File: config.mk
export PLATFORM = sky130hd
export DESIGN_NAME = clk_shutdown_ctrl
export DESIGN_NICKNAME = d
export VERILOG_FILES = /design/src/rtl/csd_pkg.sv /design/src/rtl/csd_sync.sv /design/src/rtl/csd_gate.sv /design/src/rtl/clk_shutdown_ctrl.sv
export SDC_FILE = /design/constraint.sdc
export NUM_CORES = 1
export LEC_CHECK = 0
export ABC_AREA = 1
export BUFFER_PORTS_ARGS = -buffer_cell sky130_fd_sc_hd__buf_2
export CAP_MARGIN = 20
export CORE_ASPECT_RATIO = 1.4
export CORE_MARGIN = 2
export CORE_UTILIZATION = 47
export DETAILED_ROUTE_END_ITERATION = 6
export GPL_TIMING_DRIVEN = 0
export PLACE_DENSITY = 0.8
export SLEW_MARGIN = 0
export SYNTH_ARGS = -nofsm -noshare
export SYNTH_HDL_FRONTEND = slang
export SYNTH_SLANG_ARGS = --single-unit
File: constraint.sdc
create_clock -name clk -period 0.8 [get_ports clk]
set_input_delay 0.04 -clock clk [delete_from_list [all_inputs] [get_ports clk]]
set_output_delay 0.04 -clock clk [all_outputs]
set_load 0.05 [all_outputs]
File: src/rtl/csd_pkg.sv
package csd_pkg;

   // Maps a main output index to the stop pin that governs it.
   // With pairing on, outputs 0 and 1 share pin 0 and output n (n>1) uses pin n-1.
   function automatic int sd_index(input int out_idx, input int pair_low);
      if (pair_low != 0) begin
         if (out_idx == 0) return 0;
         return out_idx - 1;
      end
      return out_idx;
   endfunction

   // Number of stop pins for a given output count and pairing option.
   function automatic int sd_count(input int num_out, input int pair_low);
      return num_out - ((pair_low != 0) ? 1 : 0);
   endfunction

endpackage

File: src/rtl/csd_sync.sv
module csd_sync #(
   parameter int WIDTH  = 1,
   parameter int STAGES = 2
) (
   input  logic             clk,
   input  logic             rst_n,
   input  logic [WIDTH-1:0] d,
   output logic [WIDTH-1:0] q
);

   logic [WIDTH-1:0] chain [STAGES];

   generate
      if (STAGES < 2) begin : g_bad_depth
         $error("csd_sync: STAGES must be at least 2");
      end
      if (WIDTH < 1) begin : g_bad_width
         $error("csd_sync: WIDTH must be at least 1");
      end

      for (genvar s = 0; s < STAGES; s++) begin : g_stage
         if (s == 0) begin : g_first
            always_ff @(posedge clk or negedge rst_n) begin
               if (!rst_n) chain[0] <= '0;
               else        chain[0] <= d;
            end
         end else begin : g_next
            always_ff @(posedge clk or negedge rst_n) begin
               if (!rst_n) chain[s] <= '0;
               else        chain[s] <= chain[s-1];
            end
         end
      end
   endgenerate

   assign q = chain[STAGES-1];

endmodule

File: src/rtl/csd_gate.sv
module csd_gate (
   input  logic clk,
   input  logic rst_n,
   input  logic div,
   input  logic run_req,
   output logic q
);

   logic pass_r;
   logic pass_nxt;

   // The pass decision is frozen for the whole high phase of the divided clock.
   // It may only take the requested value while that clock is low.
   always_comb begin
      pass_nxt = pass_r;
      if (!div) pass_nxt = run_req;
   end

   always_ff @(posedge clk or negedge rst_n) begin
      if (!rst_n) begin
         pass_r <= 1'b0;
         q      <= 1'b0;
      end else begin
         pass_r <= pass_nxt;
         q      <= div & pass_nxt;
      end
   end

endmodule

File: src/rtl/clk_shutdown_ctrl.sv
module clk_shutdown_ctrl #(
   parameter int NUM_OUT     = 6,
   parameter int PAIR_LOW    = 1,
   parameter int SYNC_STAGES = 2
) (
   input  logic                          clk,
   input  logic                          rst_n,
   input  logic [NUM_OUT-1:0]            div_clk,
   input  logic                          fb_div_clk,
   input  logic [NUM_OUT-PAIR_LOW-1:0]   grp_sd_n,
   input  logic                          all_sd_n,
   input  logic                          out_en,
   output logic [NUM_OUT-1:0]            q_clk,
   output logic [NUM_OUT-1:0]            q_drv,
   output logic                          fb_clk,
   output logic                          fb_drv
);

   localparam int NUM_SD  = csd_pkg::sd_count(NUM_OUT, PAIR_LOW);
   localparam int CTL_W   = NUM_SD + 2;
   localparam int IDX_ALL = NUM_SD;
   localparam int IDX_OE  = NUM_SD + 1;

   generate
      if (NUM_OUT < 2) begin : g_bad_out
         $error("clk_shutdown_ctrl: NUM_OUT must be at least 2");
      end
      if (PAIR_LOW != 0 && PAIR_LOW != 1) begin : g_bad_pair
         $error("clk_shutdown_ctrl: PAIR_LOW must be 0 or 1");
      end
      if (SYNC_STAGES < 2 || SYNC_STAGES > 8) begin : g_bad_sync
         $error("clk_shutdown_ctrl: SYNC_STAGES must lie in 2..8");
      end
   endgenerate

   logic [CTL_W-1:0]  ctl_raw;
   logic [CTL_W-1:0]  ctl_syn;
   logic [NUM_SD-1:0] grp_run;
   logic              all_run;
   logic              oe_syn;
   logic              fb_q;

   assign ctl_raw = {out_en, all_sd_n, grp_sd_n};

   csd_sync #(
      .WIDTH  (CTL_W),
      .STAGES (SYNC_STAGES)
   ) u_ctl_sync (
      .clk   (clk),
      .rst_n (rst_n),
      .d     (ctl_raw),
      .q     (ctl_syn)
   );

   assign grp_run = ctl_syn[NUM_SD-1:0];
   assign all_run = ctl_syn[IDX_ALL];
   assign oe_syn  = ctl_syn[IDX_OE];

   generate
      for (genvar i = 0; i < NUM_OUT; i++) begin : g_out
         localparam int SDI = csd_pkg::sd_index(i, PAIR_LOW);
         logic run_req;

         if (PAIR_LOW != 0 && i < 2) begin : g_shared
            assign run_req = grp_run[0] & all_run;
         end else begin : g_own
            assign run_req = grp_run[SDI] & all_run;
         end

         csd_gate u_gate (
            .clk     (clk),
            .rst_n   (rst_n),
            .div     (div_clk[i]),
            .run_req (run_req),
            .q       (q_clk[i])
         );

         assign q_drv[i] = oe_syn;
      end
   endgenerate

   // The feedback path is never gated; one register keeps it aligned with the gated outputs.
   always_ff @(posedge clk or negedge rst_n) begin
      if (!rst_n) fb_q <= 1'b0;
      else        fb_q <= fb_div_clk;
   end

   assign fb_clk = fb_q;
   assign fb_drv = oe_syn;

endmodule

; Yosys cells after proc, flatten, opt, wreduce, memory -nomap -nowiden
; Cells that the tools add are included.
[op_classes]
n_mux = 6
bitwise_logic = 11
[ops]
columns = cell, n
row1 = $and 1x1->1, 11
row2 = $mux 1, 6
[word_totals]
register_bits = 27
out_inout_bits = 14

; Logic depth before layout (Yosys ltp)
; Gate-level depths: netlist of run 1.
[depth]
ltp_word = 3
depth_mapped = 3
mapped_depth_nobuf = 3

; Hierarchy
; A second synthesis of run 1 with hierarchy kept.
[hier_totals]
cells_unflattened = 80
hier_area_um2 = 923.4
[by_module_without_submodules]
columns = module, area_per_inst_um2, instances, cells_per_inst, seq_area_each_um2
row1 = csd_gate, 68.8, 6, 7, 50.0
row2 = csd_sync, 402.9, 1, 21, 350.3
row3 = clk_shutdown_ctrl, 107.6, 1, 17, 25.0

; Least setup slack after synthesis of run 1
; OpenSTA, ideal clock, no wires.
[synth_path]
path_kind = reg-to-output
from = register u_ctl_sync.chain, in the netlist u_ctl_sync.q[6]
to = output port q_drv[0]
arrival_time_ps = 978
required_time_ps = 760
stages_incl_launch_ff = 2
setup_slack_ps = -218
path_cell_list = dfrtp_1 > buf_4
[synth_lines]
columns = item, line_no
row1 = start: declaration, csd_sync.sv:11  ; logic [WIDTH-1:0] chain [STAGES];
row2 = start signal: indexed assignment, csd_sync.sv:30  ; else chain[s] <= chain[s-1];
row3 = end: declaration, clk_shutdown_ctrl.sv:14  ; output logic [NUM_OUT-1:0] q_drv,
; No word-level cell between the ends.

; Worst setup path in the final report of run 1
[layout_path]
from = register u_ctl_sync.chain, in the netlist u_ctl_sync.q[6]
to = output port q_drv[2]
; No word-level cell between the ends.

==> flow_summary.yaml, run 1 <==
run_status:
  status: "complete, but fails checks"
  violations: "setup timing"
finish:
  multi_input_area_um2: 75.1
  n_fill_cell: 113
  drive_gt1_share_pct: 36.0
  fin_nets: 128
  synthToLayoutAreaGrowth_pct: 46.0
  seq_area_um2: 678
  num_antenna_cells: 0
  finalNonFillerCells: 131
  fin_util_pct: 72.7
power_and_ir_drop:
  power_density_mw_per_mm2: 1870
  ir_drop_mv: 1.43
  leakagePower_nw: 0.725
grt:
  grt_pass1_vias: 521
  grt_pass1_wl_um: 2190
  grt_max_degree: 28
  grt_use_total_pct: 14.9
  gr-total-overflow: 0
  antenna_found_initial: 0
timing:
  final-hold-violation-count: 0
  worst_pin_slew_ns: 0.563
  relSlewSlack_pct: 62.4
  fmax_mhz: 904
  rsz0062_at_grt: "yes"
  setup_viol: 14
  min_period_ns: 1.11
  post-route-period-util_pct: 138
  drv_slew: 0
  skew_ns: 0.00323
  worst_slack_ns: -0.307
routing:
  viasPerCell: 4.24
  drt-total-wl_um: 1340
  first_iter_violations: 1
  wl_per_cell_um: 10.2
  route.detailed.drc: 0
  ant_nets: 0
  dr.pass1.iters: 4
  num_vias: 556
floorplanning:
  dieArea_mm2: 0.00225
  core_mm2: 0.00178
  die_height_um: 55.4
  die_width_um: 40.7
  row_count: 18
  io_pins: 30
  start_util_pct: 49.8
logic_synthesis:
  synth_seq_cells: 27
  syn_inst: 69
  syn_nets: 85
  ys_types: 5
  syn_area_um2: 886
  avgSynthCellArea_um2: 12.8
  yosysWarnings: 0
  ys_seq_area_share_pct: 76.3
clocking:
  ctsRootBufferMaster: "clkbuf_4"
  clock_latency_ns: 0.31
  htreeDepth: 1
  cts.clk_slew.worst_paths_ns: 0.13
  cts_num_sinks: 27
  cts_tree: "built"
  ctsLongestPathBuffers: 2
  numCtsBuffers: 3
worst_setup_path:
  cp_slowest_cell: "dfrtp_2"
  worst-setup-path-type: "reg -> out"
  cp_slowest_stage_delay_ns: 0.46
  arrival_ns: 1.07
  start_kind: "flop"
  ff2ff_setup_slack_ns: 0.09
  endpoint_kind: "output pin"
  worstRegToRegCells: 2
  rr_startpoint: "u_ctl_sync.q[5]$_DFF_PN0_"
  worstPathCellList: "buf_4 -> buf_6"
  critical_path_required_ns: 0.76
  crit_path_max_fanout: 7
place:
  gp_congestion: 0.606
  dp_hpwl_um: 896
  portBuffers: 29
  place_inst: 118
min_path:
  min_path_type: "in -> async"
job:
  max-cap-violations: 0
==> where the power goes <==
part	total [mW]	switching [mW]	internal, mW
Clock	0.548	0.353	0.195
Combinational	0.402	0.219	0.183
Sequential	1.47	0.0339	1.44
Total	2.43	0.606	1.82
==> how the worst max path moves through the flow <==
stage,from,end,slack [ns],cells past startpoint
detailed placement,u_ctl_sync.q[6]$_DFF_PN0_,q_drv[0],-0.003,2
global placement,u_ctl_sync.q[6]$_DFF_PN0_,q_drv[2],0.02,2
CTS,u_ctl_sync.q[6]$_DFF_PN0_,q_drv[0],-0.32,2
global route,u_ctl_sync.q[6]$_DFF_PN0_,q_drv[2],-0.36,2
floorplan,u_ctl_sync.q[6]$_DFF_PN0_,q_drv[0],-0.04,1
finish,u_ctl_sync.q[6]$_DFF_PN0_,q_drv[2],-0.31,2
==> cells by family (layout without fill, tap and decap cells) <==
group,after synthesis,after routing,share of synthesized area [%]
flip-flops,27,27,76.3
buffers and inverters,24,66,15.3
AND/OR/NAND/NOR,18,18,8.47
==> worst max-delay path, delay by kind of cell, from the launching register on <==
family,cells,cell delay [ns]
buffers and inverters,2,0.29
flip-flops,1,0.46
==> cells in the final DEF (no fill, tap or decap), drive strengths merged <==
master and instances:
buf 35, dfrtp 27, dlygate4sd3 15, clkbuf 4
nand3 6, inv 12, nand2 12
==> layer usage <==
layer	vias to the layer above	GRT usage [%]	share of wire, %
li1	276	-	-
met1	249	16.3	36
met2	27	24.3	56
met3	4	2.41	5.8
met4	0	10.0	2.5
met5	-	0	0
==> area by class of cell <==
type | count | share of cell area, %
multi-input cells | 18 | 5.80
inverters | 12 | 3.48
plain buffers | 6 | 3.48
well taps | 20 | 1.93
clock buffers | 4 | 2.03
repair buffers | 44 | 30.9
flip-flops and latches | 27 | 52.4
==> what timing repair did <==
action | CTS | global route
hold buffers | 15 | 0
gates resized for setup | 32 | 1
setup endpoints to repair | 14 | 15
buffers inserted | 0 | 0
hold endpoints to repair | 47 | 0
==> metrics by stage <==
stage	setup slack [ns]	hold WS (ns)	cell area (um^2)	power, mW	setup TNS [ns]
2_1_floorplan	-0.0367	-0.256	887	1.70	-0.220
3_3_place_gp	0.0159	0.0505	1060	1.79	0
3_5_place_dp	-0.00309	0.0649	1060	1.81	-0.00520
4_1_cts	-0.317	0.244	1290	2.45	-3.06
5_1_grt	-0.356	0.292	1290	2.53	-3.47
6_report	-0.307	0.233	1290	2.43	-2.87
==> cell usage after synthesis <==
master,instances,area share (%)
inv_1,12,5.1
buf_4,12,10
nand3_1,6,3.4
nand2_1,12,5.1
dfrtp_1,27,76
Note: power is estimated with default switching activity, not from simulation.
==> inputs of run 2 (changes only) <==
Settings changed: SYNTH_HIERARCHICAL from default to 1.
==> run 2 against run 1 <==
  * The run still ends with setup timing left
  * Routed wire length increased by 3.1%
  * Global-route usage increased by 0.060 points
  * Power is 0.61% higher
  * Utilization fell by 2.1 points
  * Final cell count is 9.9% higher
  * Clock-buffer cell count stayed put
  * Sequential share of layout area is 1.9 points lower
  * Critical path depth is the same
  * Synthesized area up 4.2%
  * Highest routed layer unchanged
==> flow_summary.yaml, run 2 <==
finish:
  final_cell_mix: "dfrtp_1, nand2_1, inv_1, dlygate4sd3_1, buf_2"
  n_fill_cell: 133
  fin_nets: 140
  fin_area_mm2: 0.00134
  num_antenna_cells: 0
  synthToLayoutAreaGrowth_pct: 45.4
  final_common_cell: "dfrtp_1"
  drive_gt1_share_pct: 40.7
  largest_registers: "u_ctl_sync/chain (7), u_ctl_sync/q (7)"
clocking:
  ctsLongestPathBuffers: 2
  cts.clk_slew.worst_paths_ns: 0.13
  clock_latency_ns: 0.30
  cts_tree: "built"
  cts_num_sinks: 27
  htreeDepth: 1
  post_cts_buffers: 0
  ctsRootBufferMaster: "clkbuf_4"
  numCtsBuffers: 3
worst_setup_path:
  rr_startpoint: "u_ctl_sync/q[5]$_DFF_PN0_"
  endpoint_kind: "output pin"
  worstReg2RegEnd: "g_out[1].u_gate/pass_r$_DFF_PN0_"
  worst-path-buf-inv: 2
  arrival_ns: 1.07
  cp_slowest_cell: "dfrtp_2"
  critical_path_required_ns: 0.76
  ff2ff_setup_slack_ns: 0.01
  worst-setup-path-type: "reg -> out"
  path_delay_family: "flip-flops"
  crit_path_max_fanout: 7
  start_kind: "flop"
  cp_slowest_stage_delay_ns: 0.47
  worstRegToRegCells: 4
  crit_cells: 2
  worstPathCellList: "buf_4 -> buf_8"
floorplanning:
  io_pins: 30
  dieArea_mm2: 0.00234
  row_count: 19
  core_mm2: 0.00190
  die_height_um: 56.4
  die_width_um: 41.5
  start_util_pct: 48.6
logic_synthesis:
  avgSynthCellArea_um2: 11.5
  synth.area.top_cells: "dfrtp_1, buf_4, nand2_1"
  synth-xor-area-share_pct: 0
  syn_area_um2: 923
  synthAdderAreaFrac_pct: 0
  async_flop_share_pct: 100
  synth_common_cells: "dfrtp_1, nand2_1, inv_1"
  syn_inst: 80
  synth_seq_cells: 27
  ys_seq_area_share_pct: 73.2
  synth_compound_area_share_pct: 0
  synth_top_family_by_area: "buffers and inverters"
  synthSimpleGateAreaFrac_pct: 9.35
  yosysWarnings: 6
  synth_mux_area_share_pct: 0
  yosysTopAreaCell: "dfrtp_1"
  synth_most_common_cell: "dfrtp_1"
  ys_types: 4
  syn_nets: 96
  synth_top_area_share_pct: 73.2
  ys.flop_type: "dfrtp_1"
  synth_edf_count: 0
place:
  place_area_mm2: 0.00109
  portBuffers: 29
  gp_congestion: 0.631
  dp_hpwl_um: 893
routing:
  viasPerCell: 4.15
  route.detailed.drc: 0
  drt-total-wl_um: 1380
  ant_nets: 0
  num_vias: 597
  dr.pass1.iters: 4
  wl_per_cell_um: 9.60
  first_iter_violations: 3
timing:
  worst_slack_ns: -0.307
  hold_slack_ns: 0.235
  worst_pin_slew_ns: 0.553
  setup_viol: 14
  fmax_mhz: 903
  final-hold-violation-count: 0
  relSlewSlack_pct: 63.1
  post-route-period-util_pct: 138
  min_period_ns: 1.11
  skew_ns: 0.000916
  drv_slew: 0
  rsz0062_at_grt: "yes"
grt:
  grt_max_degree: 28
  gr-total-overflow: 0
  antenna_found_initial: 0
  grt_pass1_wl_um: 2590
  grt_use_total_pct: 15.0
  grt_pass1_vias: 660
job:
  max-cap-violations: 0
power_and_ir_drop:
  power_density_mw_per_mm2: 1820
  ir_drop_mv: 1.36
  leakagePower_nw: 0.780
min_path:
  min_path_type: "in -> async"
run_status:
  violations: "setup timing"
  status: "complete, but fails checks"
## run 2: changes by cell type in the layout (fill, tap and decap cells not counted), moves of 4 or more
cell,change
nand2_2,+6
nand3_1,-6
nand2_1,+5
buf_6,+4
buf_8,-4
## run 2: stage by stage
step / setup slack, ns / TNS [ns] / util (%) / cells / power, mW
floorplan: 0.0184 / 0 / - / 80 / 1.71
global placement: -0.0371 / -0.221 / 57.6 / 130 / 1.80
detailed placement: -0.0488 / -0.310 / 57.6 / 130 / 1.82
CTS: -0.314 / -2.79 / 70.3 / 146 / 2.45
global route: -0.376 / -3.66 / 70.6 / 144 / 2.58
finish: -0.307 / -2.72 / 70.6 / 144 / 2.44
## run 2: cell families (layout without fill, tap and decap cells)
| logic type | Yosys count | in the layout |
|---|---|---|
| buf+inv | 30 | 73 |
| simple gates | 23 | 23 |
| flops | 27 | 27 |
## run 2: cell type report
type	count	area [um^2]	share of cell area [%]
Inverter	17	63.8	4.75
Tap cell	21	26.3	1.96
Sequential cell	27	678	50.5
Timing Repair Buffer	44	387	28.8
Clock buffer	4	26.3	1.96
Buffer	8	60.1	4.47
Multi-Input combinational cell	23	101	7.55
## run 2: per-layer routing
metal,vias to the layer above,global-route usage (%),routed length [um]
li1,299,-,-
met1,274,15.0,534
met2,22,27.0,753
met3,2,2.25,74
met4,0,11.1,20
met5,-,0,0
## run 2: where the power goes
part | internal (mW) | total [mW] | switching (mW) | leakage, nW
clock network | 0.194 | 0.547 | 0.352 | 0.0150
registers | 1.44 | 1.47 | 0.0329 | 0.332
logic | 0.189 | 0.419 | 0.230 | 0.433
total | 1.82 | 2.44 | 0.615 | 0.780
## run 2: worst max path at each step
stage / from / slack [ns] / to
floorplan: u_ctl_sync/q[6]$_DFF_PN0_ / 0.02 / q_drv[0]
global placement: u_ctl_sync/q[6]$_DFF_PN0_ / -0.04 / q_drv[2]
detailed placement: u_ctl_sync/q[6]$_DFF_PN0_ / -0.05 / q_drv[1]
CTS: u_ctl_sync/q[6]$_DFF_PN0_ / -0.31 / q_drv[1]
global route: u_ctl_sync/q[6]$_DFF_PN0_ / -0.38 / q_drv[1]
finish: u_ctl_sync/q[6]$_DFF_PN0_ / -0.31 / q_drv[1]
## run 2: repair_timing
action                                  4_1_cts  5_1_grt
gates resized for setup                      29       10
hold buffers                                 15        0
endpoints found under the setup margin       18       20
endpoints found under the hold margin        47        0
cloned                                        0        0
pin swaps                                     1        5
==> inputs of run 3 (changes only) <==
Settings changed: CTS_BUF_LIST from default to sky130_fd_sc_hd__clkbuf_16.
==> run 3 against run 2 <==
  * The run still ends with setup timing left
  * Final cell count fell by 4.9%
  * Global-route usage rose by 1.1 points
  * Register-to-register slack barely moved
  * First-iteration DRC count did not move
  * Die area did not move
  * Sequential cell count did not move
  * Critical path type unchanged
  * Critical endpoint is now q_drv[4]
  * Largest cell class unchanged
==> flow_summary.yaml, run 3 (synthesized netlist as in run 2, its figures left out) <==
worst_setup_path:
  ff2ff_setup_slack_ns: 0.02
  cp_slowest_stage_delay_ns: 0.44
  worst-setup-path-type: "reg -> out"
  crit_path_max_fanout: 7
  cp_slowest_cell: "dfrtp_2"
  arrival_ns: 0.99
  worst-path-buf-inv: 2
  critical_path_required_ns: 0.76
  path_delay_family: "flip-flops"
  worstPathCellList: "buf_4 -> buf_6"
  worstReg2RegEnd: "g_out[1].u_gate/pass_r$_DFF_PN0_"
  worstRegToRegCells: 4
  endpoint_kind: "output pin"
  rr_startpoint: "u_ctl_sync/q[5]$_DFF_PN0_"
  start_kind: "flop"
finish:
  num_antenna_cells: 0
  n_fill_cell: 135
  fin_area_mm2: 0.00133
  largest_registers: "u_ctl_sync/chain (7), u_ctl_sync/q (7)"
  final_cell_mix: "dfrtp_1, nand2_1, inv_1, buf_2, buf_6"
  finalNonFillerCells: 137
  drive_gt1_share_pct: 40.5
  synthToLayoutAreaGrowth_pct: 44.2
  fin_nets: 133
  fin_util_pct: 70.0
  final_common_cell: "dfrtp_1"
clocking:
  ctsLongestPathBuffers: 2
  cts_tree: "built"
  cts_num_sinks: 27
  htreeDepth: 1
  ctsRootBufferMaster: "clkbuf_16"
  cts.clk_slew.worst_paths_ns: 0.06
  clock_latency_ns: 0.26
  numCtsBuffers: 3
power_and_ir_drop:
  p_comb_share_pct: 13.4
  p_seq_share_pct: 50.0
  ir_drop_mv: 1.87
  intPower_mw: 2.28
  switching_share_pct: 22.8
  power_density_mw_per_mm2: 2220
  p_switching_uw: 673
  clkPwrFrac_pct: 36.5
  leakagePower_nw: 0.781
routing:
  met3_length_um: 89
  route.detailed.drc: 0
  m1WireLength_um: 526
  num_vias: 587
  dr.pass1.iters: 3
  drt-total-wl_um: 1450
  met2WireLength_um: 786
  first_iter_violations: 3
  wl_per_cell_um: 10.6
  viasPerCell: 4.28
  ant_nets: 0
  highest_layer: "met4"
job:
  max-cap-violations: 0
place:
  dp_hpwl_um: 893
  portBuffers: 29
  place_inst: 130
  place_area_mm2: 0.00109
  gp_congestion: 0.631
min_path:
  min_path_type: "in -> reg"
  holdPathStages: 3
  min_from: "div_clk[4]"
  min_to: "g_out[4].u_gate/q$_DFF_PN0_"
grt:
  grt_pass1_vias: 601
  antenna_found_initial: 0
  grt_use_total_pct: 16.1
  gr-total-overflow: 0
  grt_max_degree: 28
  grt_pass1_wl_um: 2660
timing:
  min_period_ns: 1.03
  setup_viol: 14
  rsz0062_at_grt: "yes"
  relSlewSlack_pct: 76.8
  fin_setup_tns_ns: -1.66
  skew_ns: 0.000708
  worst_slack_ns: -0.231
  post-route-period-util_pct: 129
  final-hold-violation-count: 0
  fmax_mhz: 970
  worst_pin_slew_ns: 0.349
  drv_slew: 0
floorplanning:
  row_count: 19
  die_width_um: 41.5
  io_pins: 30
  die_height_um: 56.4
  dieArea_mm2: 0.00234
  core_mm2: 0.00190
  start_util_pct: 48.6
run_status:
  status: "complete, but fails checks"
  violations: "setup timing"
==> run 3: cell count changes in the layout (fill, tap and decap cells not counted), sizes merged <==
cell,before,now
buf,37,35
dlygate4sd3,15,9
inv,17,18
==> run 3: through the flow <==
stage / hold slack, ns / power, mW / setup WS, ns
2_1_floorplan: -0.256 / 1.71 / 0.0184
3_3_place_gp: 0.0530 / 1.80 / -0.0371
3_5_place_dp: 0.0656 / 1.82 / -0.0488
4_1_cts: 0.0107 / 2.97 / -0.233
5_1_grt: 0.0144 / 3.09 / -0.266
6_report: 0.00843 / 2.95 / -0.231
==> run 3: timing repair <==
| item | CTS | global route |
|---|---|---|
| setup endpoints to repair | 18 | 47 |
| buffers inserted | 0 | 0 |
| pin swaps | 1 | 7 |
| hold buffers | 9 | 0 |
| resized for setup | 29 | 10 |
| endpoints found under the hold margin | 35 | 0 |
==> run 3: worst max path at each step <==
stage | from | cells past startpoint | end | slack (ns)
finish | u_ctl_sync/q[6]$_DFF_PN0_ | 2 | q_drv[4] | -0.23
global placement | u_ctl_sync/q[6]$_DFF_PN0_ | 3 | q_drv[2] | -0.04
floorplan | u_ctl_sync/q[6]$_DFF_PN0_ | 2 | q_drv[0] | 0.02
detailed placement | u_ctl_sync/q[6]$_DFF_PN0_ | 3 | q_drv[1] | -0.05
CTS | u_ctl_sync/q[6]$_DFF_PN0_ | 2 | q_drv[1] | -0.23
global route | u_ctl_sync/q[6]$_DFF_PN0_ | 2 | q_drv[1] | -0.27
==> run 3: final cells by class <==
cell class                 instances  area, um^2  area share [%]
clock inverter                     1        3.75           0.282
clock buffer                       3        75.1            5.64
buffer                             7        52.6            3.95
inverter                          17        63.8            4.79
timing repair buffer              38         333            25.0
tap                               21        26.3            1.97
multi-input combinational         23        98.8            7.42
sequential                        27         678            50.9
==> run 3: power by group through the flow <==
stage                     Clock, mW  Combinational, mW  Sequential, mW
after CTS                      1.10              0.399            1.47
final                          1.08              0.397            1.48
after global placement            0              0.323            1.48
after global routing           1.17              0.428            1.49
after detailed placement          0              0.333            1.49
after floorplan                   0              0.160            1.55
==> run 3: worst min-delay path: cells and delay by family <==
family        cells  cell delay [ns]
buf+inv           2             0.14
simple gates      1             0.06
==> run 3: metal layers <==
| metal | track usage [%] | vias to the layer above |
|---|---|---|
| li1 | - | 282 |
| met1 | 16.9 | 275 |
| met2 | 27.2 | 25 |
| met3 | 4.50 | 5 |
| met4 | 11.1 | 0 |
| met5 | 0 | - |
